## config.mk

```make
export PLATFORM = sky130hd
export DESIGN_NAME = pbus_slave
export DESIGN_NICKNAME = d
export VERILOG_FILES = /design/src/rtl/pbus_pkg.sv /design/src/rtl/pbus_sync.sv /design/src/rtl/pbus_decode.sv /design/src/rtl/pbus_lanes.sv /design/src/rtl/pbus_regfile.sv /design/src/rtl/pbus_slave.sv
export SDC_FILE = /design/constraint.sdc
export NUM_CORES = 1
export LEC_CHECK = 0
export BUFFER_PORTS_ARGS = -buffer_cell sky130_fd_sc_hd__buf_2
export CAP_MARGIN = 20
export CORE_UTILIZATION = 50
export DETAILED_ROUTE_END_ITERATION = 16
export PLACE_DENSITY = 0.78
export REMOVE_ABC_BUFFERS = 1
export SETUP_SLACK_MARGIN = 0.05
export SLEW_MARGIN = 0
export SYNTH_ARGS = -nofsm -noshare
export SYNTH_HDL_FRONTEND = slang
export SYNTH_SLANG_ARGS = --single-unit
```

## constraint.sdc

```tcl
create_clock -name clk -period 5.1 [get_ports clk]
set_input_delay 1.02 -clock clk [delete_from_list [all_inputs] [get_ports clk]]
set_output_delay 1.02 -clock clk [all_outputs]
set_load 0.02 [all_outputs]
```

## src/rtl/pbus_pkg.sv

```systemverilog
// Shared types for the backplane bus slave: handshake states and the
// classification of an address modifier code.
package pbus_pkg;

    typedef enum logic [1:0] {
        ST_IDLE,
        ST_DECODE,
        ST_ACK,
        ST_WAIT_DS_RELEASE
    } hs_state_t;

    typedef struct packed {
        logic valid;   // code is one the slave serves
        logic wide;    // 32-bit address (else 24-bit)
        logic blk;     // block transfer (else single cycle)
    } am_class_t;

    // Classify a modifier: bits 5..3 give the address width, bit 2 is the
    // privilege level (either accepted), bits 1..0 give single or block.
    function automatic am_class_t classify_am(input logic [5:0] am);
        am_class_t c;
        c.wide  = (am[5:3] == 3'b001);
        c.blk   = (am[1:0] == 2'b11);
        c.valid = ((am[5:3] == 3'b001) || (am[5:3] == 3'b111)) &&
                  ((am[1:0] == 2'b01) || (am[1:0] == 2'b11));
        return c;
    endfunction

endpackage

```

## src/rtl/pbus_sync.sv

```systemverilog
// Two-flop synchronizer for a vector of asynchronous strobes.
// Assumes each bit is an independent level; no bus coherency is implied.
module pbus_sync #(
    parameter int          W         = 3,
    parameter logic [W-1:0] RESET_VAL = '1
) (
    input  logic         clk,
    input  logic         rst_n,
    input  logic [W-1:0] d_async,
    output logic [W-1:0] q_sync
);
    logic [W-1:0] stage1;

    // Two register stages toward the clock domain.
    always_ff @(posedge clk) begin
        if (!rst_n) begin
            stage1 <= RESET_VAL;
            q_sync <= RESET_VAL;
        end else begin
            stage1 <= d_async;
            q_sync <= stage1;
        end
    end
endmodule

```

## src/rtl/pbus_decode.sv

```systemverilog
// Address and modifier match. Purely combinational; assumes the address
// and modifier are stable while the address strobe is low.
module pbus_decode
    import pbus_pkg::*;
#(
    parameter int          WIN_BITS = 5,
    parameter logic [31:0] BASE_A32 = 32'h8000_0000,
    parameter logic [23:0] BASE_A24 = 24'h40_0000
) (
    input  logic [31:WIN_BITS] addr_hi,
    input  logic [5:0]         am,
    output logic               hit,
    output logic               blk
);
    am_class_t cls;
    logic      match32;
    logic      match24;

    // Compare the upper address bits against the base chosen by the code.
    always_comb begin
        cls     = classify_am(am);
        match32 = (addr_hi[31:WIN_BITS] == BASE_A32[31:WIN_BITS]);
        match24 = (addr_hi[23:WIN_BITS] == BASE_A24[23:WIN_BITS]);
        hit     = cls.valid && (cls.wide ? match32 : match24);
        blk     = cls.blk;
    end
endmodule

```

## src/rtl/pbus_lanes.sv

```systemverilog
// Byte-lane steering between the bus data lines and a big-endian word.
// Byte offset 0 is word bits 31..24. Also flags illegal size encodings.
module pbus_lanes (
    input  logic        lword_n,
    input  logic        a1,
    input  logic        ds0_n,
    input  logic        ds1_n,
    input  logic [31:0] bus_wdata,
    input  logic [31:0] word_rdata,
    output logic [3:0]  be,
    output logic [31:0] word_wdata,
    output logic [31:0] bus_rdata,
    output logic        bad_size
);
    logic [15:0] half;
    logic [15:0] lane_mask;

    // Map strobes, long-word and A1 onto byte enables and data positions.
    always_comb begin
        lane_mask = {{8{~ds1_n}}, {8{~ds0_n}}};
        half      = a1 ? word_rdata[15:0] : word_rdata[31:16];
        bad_size  = !lword_n && (a1 || ds0_n || ds1_n);
        if (!lword_n) begin
            be         = 4'b1111;
            word_wdata = bus_wdata;
            bus_rdata  = word_rdata;
        end else begin
            be         = a1 ? {2'b00, ~ds1_n, ~ds0_n} : {~ds1_n, ~ds0_n, 2'b00};
            word_wdata = a1 ? {16'h0000, bus_wdata[15:0]} : {bus_wdata[15:0], 16'h0000};
            bus_rdata  = {16'h0000, half & lane_mask};
        end
    end
endmodule

```

## src/rtl/pbus_regfile.sv

```systemverilog
// Small register file with per-byte write enables and combinational read.
module pbus_regfile #(
    parameter int WORDS = 8,
    localparam int AW   = $clog2(WORDS)
) (
    input  logic          clk,
    input  logic          rst_n,
    input  logic          we,
    input  logic [3:0]    be,
    input  logic [AW-1:0] waddr,
    input  logic [31:0]   wdata,
    input  logic [AW-1:0] raddr,
    output logic [31:0]   rdata
);
    logic [31:0] mem [WORDS];

    for (genvar w = 0; w < WORDS; w++) begin : g_word
        for (genvar b = 0; b < 4; b++) begin : g_byte
            // Update one byte of one word when selected and enabled.
            always_ff @(posedge clk) begin
                if (!rst_n)
                    mem[w][8*b +: 8] <= 8'h00;
                else if (we && be[b] && (waddr == AW'(w)))
                    mem[w][8*b +: 8] <= wdata[8*b +: 8];
            end
        end
    end

    assign rdata = mem[raddr];
endmodule

```

## src/rtl/pbus_slave.sv

```systemverilog
// Slave interface for an asynchronous parallel backplane bus.
// Assumes the master holds address, modifier, direction and long-word
// stable while the address strobe is low, and data stable while a data
// strobe is low. Strobes are synchronized; the answer is registered.
module pbus_slave
    import pbus_pkg::*;
#(
    parameter int          REG_WORDS = 8,
    parameter logic [31:0] BASE_A32  = 32'h8000_0000,
    parameter logic [23:0] BASE_A24  = 24'h40_0000
) (
    input  logic        clk,
    input  logic        rst_n,
    input  logic        bus_as_n,
    input  logic        bus_ds0_n,
    input  logic        bus_ds1_n,
    input  logic        bus_lword_n,
    input  logic        bus_write_n,
    input  logic [31:1] bus_addr,
    input  logic [5:0]  bus_am,
    input  logic [31:0] bus_data_in,
    output logic [31:0] bus_data_out,
    output logic        bus_data_oe,
    output logic        bus_dtack_n,
    output logic        bus_berr_n
);
    localparam int WIDX_W   = $clog2(REG_WORDS);
    localparam int WIN_BITS = WIDX_W + 2;

    hs_state_t          state_q;
    logic [2:0]         strobe_s;
    logic               as_s, ds1_s, ds0_s, ds_any;
    logic               hit, blk;
    logic               sel_q, blk_q, rd_q, lword_q, a1_q;
    logic [WIDX_W-1:0]  widx_q;
    logic               dtack_q, berr_q, oe_q;
    logic [31:0]        dout_q;
    logic [31:0]        rd_word, word_wdata, bus_rdata;
    logic [3:0]         be;
    logic               bad_size, xfer_err, we;

    pbus_sync #(.W(3), .RESET_VAL(3'b111)) i_sync (
        .clk    (clk),
        .rst_n  (rst_n),
        .d_async({bus_as_n, bus_ds1_n, bus_ds0_n}),
        .q_sync (strobe_s)
    );

    assign as_s   = strobe_s[2];
    assign ds1_s  = strobe_s[1];
    assign ds0_s  = strobe_s[0];
    assign ds_any = !ds0_s || !ds1_s;

    pbus_decode #(.WIN_BITS(WIN_BITS), .BASE_A32(BASE_A32), .BASE_A24(BASE_A24)) i_decode (
        .addr_hi(bus_addr[31:WIN_BITS]),
        .am     (bus_am),
        .hit    (hit),
        .blk    (blk)
    );

    pbus_lanes i_lanes (
        .lword_n   (lword_q),
        .a1        (a1_q),
        .ds0_n     (ds0_s),
        .ds1_n     (ds1_s),
        .bus_wdata (bus_data_in),
        .word_rdata(rd_word),
        .be        (be),
        .word_wdata(word_wdata),
        .bus_rdata (bus_rdata),
        .bad_size  (bad_size)
    );

    // A block beat must be 32 bits; other size faults come from the lanes.
    assign xfer_err = bad_size || (blk_q && lword_q);
    assign we       = (state_q == ST_ACK) && !as_s && ds_any && !xfer_err && !rd_q;

    pbus_regfile #(.WORDS(REG_WORDS)) i_regs (
        .clk  (clk),
        .rst_n(rst_n),
        .we   (we),
        .be   (be),
        .waddr(widx_q),
        .wdata(word_wdata),
        .raddr(widx_q),
        .rdata(rd_word)
    );

    // Handshake machine: decode on strobe, answer each data strobe, release.
    always_ff @(posedge clk) begin
        if (!rst_n) begin
            state_q <= ST_IDLE;
            sel_q   <= 1'b0;
            blk_q   <= 1'b0;
            rd_q    <= 1'b0;
            lword_q <= 1'b1;
            a1_q    <= 1'b0;
            widx_q  <= '0;
            dtack_q <= 1'b0;
            berr_q  <= 1'b0;
            oe_q    <= 1'b0;
            dout_q  <= '0;
        end else begin
            unique case (state_q)
                ST_IDLE: begin
                    if (!as_s) state_q <= ST_DECODE;
                end
                ST_DECODE: begin
                    sel_q   <= hit;
                    blk_q   <= blk;
                    rd_q    <= bus_write_n;
                    lword_q <= bus_lword_n;
                    a1_q    <= bus_addr[1];
                    widx_q  <= bus_addr[WIN_BITS-1:2];
                    state_q <= hit ? ST_ACK : ST_WAIT_DS_RELEASE;
                end
                ST_ACK: begin
                    if (as_s) begin
                        state_q <= ST_IDLE;
                    end else if (ds_any) begin
                        if (xfer_err) begin
                            berr_q <= 1'b1;
                        end else begin
                            dtack_q <= 1'b1;
                            oe_q    <= rd_q;
                            dout_q  <= rd_q ? bus_rdata : 32'h0;
                        end
                        state_q <= ST_WAIT_DS_RELEASE;
                    end
                end
                ST_WAIT_DS_RELEASE: begin
                    if (!ds_any) begin
                        dtack_q <= 1'b0;
                        berr_q  <= 1'b0;
                        oe_q    <= 1'b0;
                        if (as_s) begin
                            state_q <= ST_IDLE;
                        end else if (sel_q && blk_q && dtack_q) begin
                            widx_q  <= widx_q + 1'b1;
                            state_q <= ST_ACK;
                        end
                    end
                end
                default: state_q <= ST_IDLE;
            endcase
        end
    end

    assign bus_dtack_n  = !dtack_q;
    assign bus_berr_n   = !berr_q;
    assign bus_data_oe  = oe_q;
    assign bus_data_out = dout_q;
endmodule

```

Yosys cells after proc, flatten, opt, wreduce, memory -nomap -nowiden
Memories as Yosys holds them, arrays and structs flattened. A register that Yosys moved wholly into a read port is not among the register bits.
Index checks and enable logic that the tools add are counted.
{"block": "classes", "add_sub_neg": 1, "mul": 0, "div_mod_pow": 0, "n_lt_le_gt_ge": 0, "eq_ne": 26, "shift": 0, "mux": 164, "n_bitwise": 37, "reduce_logical": 69}
{"cell": "$mux 8", "n": 32}
{"cell": "$mux 32", "n": 4}
{"cell": "$mux 1", "n": 109}
{"cell": "$logic_and 1x1->1", "n": 46}
{"cell": "$or 1x1->1", "n": 32}
{"cell": "$eq 27x27->1 const B", "n": 1}
{"cell": "$eq 19x18->1 const B", "n": 1}
{"cell": "$and 16x16->16", "n": 1}
{"cell": "$mux 16", "n": 1}
{"cell": "$ne 2x2->1 const B", "n": 8}
{"cell": "$eq 3x3->1 const B", "n": 5}
{"cell": "$mux 3", "n": 5}
{"cell": "$mux 2", "n": 6}
{"cell": "$reduce_and 4->1", "n": 3}
{"cell": "$reduce_and 5->1", "n": 2}
{"cell": "$logic_not 1->1", "n": 8}
{"cell": "$mux 4", "n": 2}
{"cell": "$pmux 2 s4", "n": 1}
{"cell": "$eq 2x2->1 const B", "n": 3}
{"cell": "$eq 3x1->1 const B", "n": 2}
{"cell": "$eq 3x2->1 const B", "n": 2}
{"cell": "$logic_or 1x1->1", "n": 6}
{"cell": "$ne 3x2->1 const B", "n": 2}
{"cell": "$pmux 1 s2", "n": 3}
{"cell": "7 further kinds", "n": 12}
{"block": "totals", "reg_bits": 51, "latchBits": 0, "mem_bits_rw": 256, "rom_bits": 0, "input_bits": 76, "output_inout_bits": 35, "wordCells": 311, "n_memories": 1}
{"name": "i_regs.mem", "words": 8, "width": 32, "read_ports": 1, "rd_ports_with_merged_regs": 1, "wr": 8, "line_no": "pbus_regfile.sv:15", "rtl": "logic [31:0] mem [WORDS];"}

Logic depth before layout (Yosys ltp)
{"block": "depth", "ltp_word": 13, "ltp_mapped": 9, "depth_no_buf": 6}

Cells and area by module
From an unflattened synthesis, not the netlist that was laid out.
{"block": "unflattened", "hier_cells": 1161, "area_unflattened_um2": 14747.9}
{"module": "pbus_regfile", "n_inst": 1, "cells_each": 775, "area_per_inst_um2": 11750.0, "seq_area_each_um2": 7687.4}
{"module": "pbus_slave", "n_inst": 1, "cells_each": 212, "area_per_inst_um2": 1808.0, "seq_area_each_um2": 900.9}
{"module": "pbus_lanes", "n_inst": 1, "cells_each": 148, "area_per_inst_um2": 925.9, "seq_area_each_um2": 0.0}
{"module": "pbus_sync", "n_inst": 1, "cells_each": 12, "area_per_inst_um2": 157.7, "seq_area_each_um2": 120.1}
{"module": "pbus_decode", "n_inst": 1, "cells_each": 14, "area_per_inst_um2": 106.4, "seq_area_each_um2": 0.0}

Least setup slack after synthesis
Ideal clock, no wire load.
{"block": "synth_timing", "kind": "reg2reg", "start": "register lword_q", "end": "memory i_regs.mem[0][16], enable pin", "setup_time_ps": 384, "arrival_ps": 2578, "required_time_ps": 4716, "path_slack_ps": 2138, "stages_incl_launch_ff": 7, "path_buffers": 2, "period_less_slack_ps": 2962, "path_cell_list": "dfxtp_1 -> buf_6 -> or4_1 -> buf_2 -> a2111oi_2 -> nand2b_1 -> o21ai_0"}
{"element": "from (decl)", "line_no": "pbus_slave.sv:34", "rtl": "logic sel_q, blk_q, rd_q, lword_q, a1_q;"}
{"element": "from (signal assigned)", "line_no": "pbus_slave.sv:112", "rtl": "lword_q <= bus_lword_n;"}
{"element": "to (decl)", "line_no": "pbus_regfile.sv:15"}

==> metrics <==
status complete, no violations; Worst EP required ~5.3 ns; Initial DRC Count 1202; vias in the first global route 9419; Placement Setup Slack 1.323 ns; Post-synth EDFFs 256; TNS Setup 0 ns; first-pass GRT wire length 52980 µm; power density cells roughly 360 nW/µm²; commonest non-fill, non-tap cell in the layout nor2_1; global placement routability congestion 0.8242; GRT Util Overall 25.15%; top post-synthesis cells by area edfxtp_1 56%, dfxtp_1 7.9%, nor2_1 7.4%; H-tree depth 1; cell count after synthesis 1079; Net Switching 1.358 mW; worst r2r src lword_q; Slew Viols, Final 0; worst-path maximum fanout 26; Sw Share 23.88%; Fillers 2054; Remaining Overflow, GRT 0; Arr. time, crit path between 3 and 4 ns; clock slew at reported path FFs roughly 0.06 ns; worst slew pin tran 1.062 ns; Power Internal 4.329 mW; worst r2r path cells 5; Core Region around 27000 µm²; CTS Root Cell clkbuf_16; IO Port Bufs approximately 110; DR vias 9560; worst skew pair latency between 0.5 and 0.6 ns; combinational share of power between 10% and 20%; antenna viol nets, final 0; IO Pins approximately 110; crit path to i_regs.mem[4][10]; setup violators final 0; starting density of the core 50.70%; CP Launch Type flip-flop; Clock Skew 0.01602 ns; Die ar. 27920 µm²; top-area cell type share of the netlist area 56.41%; endpoint class of the critical path flip-flop; Final Cycle Share 69.61%; Seq cells post-synth 310; diode count 0; initial antenna violation count 0; fin worst setup slack 1.550 ns; drt first pass iters 7; Async SR Flop Fraction 0%; Max transition margin roughly 28%; r2r setup slk 1.55 ns; Max rail drop VDD about 0.21 mV; DIE WIDTH 167.1 µm; area delta synth->final 15.07%; WS Path Type flip-flop to flip-flop; drt wl/cell 22.35 µm; Max Root-Sink Buffers 3; Final #Nets about 1300; most frequent cells in the layout 270 x nor2_1, 256 x edfxtp_1, 116 x buf_2; Hold Startpoint i_sync.stage1[2]; post_cts resized 0; layout cells sized above 1 21.72%; Setup crit start lword_q; design area between 15000 and 20000 µm²; Routed WL 35200 µm; Leak Pwr 5.525 nW; HPWL after detailed placement 23880 µm; Yosys top cell by area edfxtp_1; worst reg2reg endpoint i_regs.mem[4][10]; CTS tree done; Synth cell types 55; placed instance area roughly 15000 µm²; sequential fraction of the synthesis area 64.35%; Post-CTS Setup Bufs 0; largest net degree at the start of global routing 67; area of the mapped netlist between 10000 and 15000 µm²; synth warn 0; hold buffers post-CTS 0; Synth Flop Type edfxtp_1; f_max between 200 and 300 MHz; endpoints failing hold 0; DIE HEIGHT 167.1 µm; routed vias/inst 6.070; RSZ-0062 raised after global routing no; clock power share about 39%; total CTS buffers 30; # DRC 0; Sink Count 310; hold crit path type flip-flop to flip-flop; max cap viols 0; Seq pwr share 50.5%; min Tclk post-route 3.550 ns; Avg Cell Area, Syn about 13 µm²; Core Rows 60
-- per-layer routing --
metal | up-vias | GRT usage (%) | share of wire [%]
li1 | 4250 | - | -
met1 | 4640 | 31.16 | 37
met2 | 557 | 41.31 | 48
met3 | 113 | 6.179 | 10
met4 | 0 | 12.40 | 4.4
met5 | - | 0 | 0
-- stage by stage --
step           hold WS (ns)  utilization (%)  power (mW)  cells
5_1_grt              0.4392            58.34       5.813   1575
2_1_floorplan        0.3863                -       3.257   1026
4_1_cts              0.4109            58.16       5.669   1567
3_3_place_gp         0.3906            54.39       3.465   1507
3_5_place_dp         0.3969            54.51       3.485   1512
6_report             0.4070            58.34       5.687   1575
-- cells in the mapped netlist, drive strengths merged (2+ instances only) --
master and instances:
nor2 270, edfxtp 256, nand2 67, dfxtp 54, mux2i 47, mux4 40, nand3 37, o21ai 35
a21oi 34, clkbuf 34, mux2 24, buf 19, nand2b 19, nor2b 19, o221ai 16, a22oi 12
inv 9, o22ai 8, and2 7, or4b 7, ha 6, a32oi 5, nor4 5, o22a 5
a2111oi 4, nor3 4, o21a 4, a31oi 3, nand4 3, or3 3, or4 3, a211o 2
nand3b 2, nor3b 2
-- state kept, by name, indices dropped and copies added (netlist names), named ones only --
register	count
i_regs.mem	256
bus_data_out	32
i_sync.q_sync	3
i_sync.stage1	3
widx_q	3
state_q	2
a1_q	1
berr_q	1
blk_q	1
bus_data_oe	1
dtack_q	1
lword_q	1
rd_q	1
sel_q	1
-- critical path, stage by stage, from the launching register on --
cell	delay, ns
dfxtp_1	0.63
or4_1	0.79
a211oi_2	0.22
buf_4	0.28
nand3b_1	0.30
o21ai_0	0.94
-- power groups by stage --
stage | registers, mW | logic [mW] | clock network, mW
after floorplan | 2.93 | 0.326 | 0
after global placement | 2.92 | 0.547 | 0
after detailed placement | 2.92 | 0.560 | 0
after CTS | 2.87 | 0.564 | 2.23
after global routing | 2.88 | 0.607 | 2.33
final | 2.87 | 0.577 | 2.24
-- kinds of logic after synthesis --
group / count (synthesis) / synth area share [%]
AND/OR/NAND/NOR: 452 / 14.53
flip-flops: 310 / 64.35
AO/OA/AOI/OAI: 137 / 6.611
multiplexers: 111 / 12.05
buffers and inverters: 63 / 1.919
adder cells (fa/ha/maj): 6 / 0.5509
-- worst min path at each step --
stage	end	cells past startpoint
detailed placement	i_sync.q_sync[2]	1
global route	i_sync.q_sync[2]	1
global placement	i_sync.q_sync[0]	1
finish	i_sync.q_sync[2]	1
CTS	i_sync.q_sync[2]	1
floorplan	i_sync.q_sync[0]	1
-- layout make-up --
class	count	area [µm²]	area share [%]
clock buffers	39	805.8	5.139
inverters	10	37.54	0.2394
multi-input cells	706	4603	29.36
clock inverters	16	175.2	1.117
flip-flops and latches	310	8773	55.95
repair buffers	153	858.3	5.474
well taps	341	426.7	2.721
(Power assumes the default switching activity.)
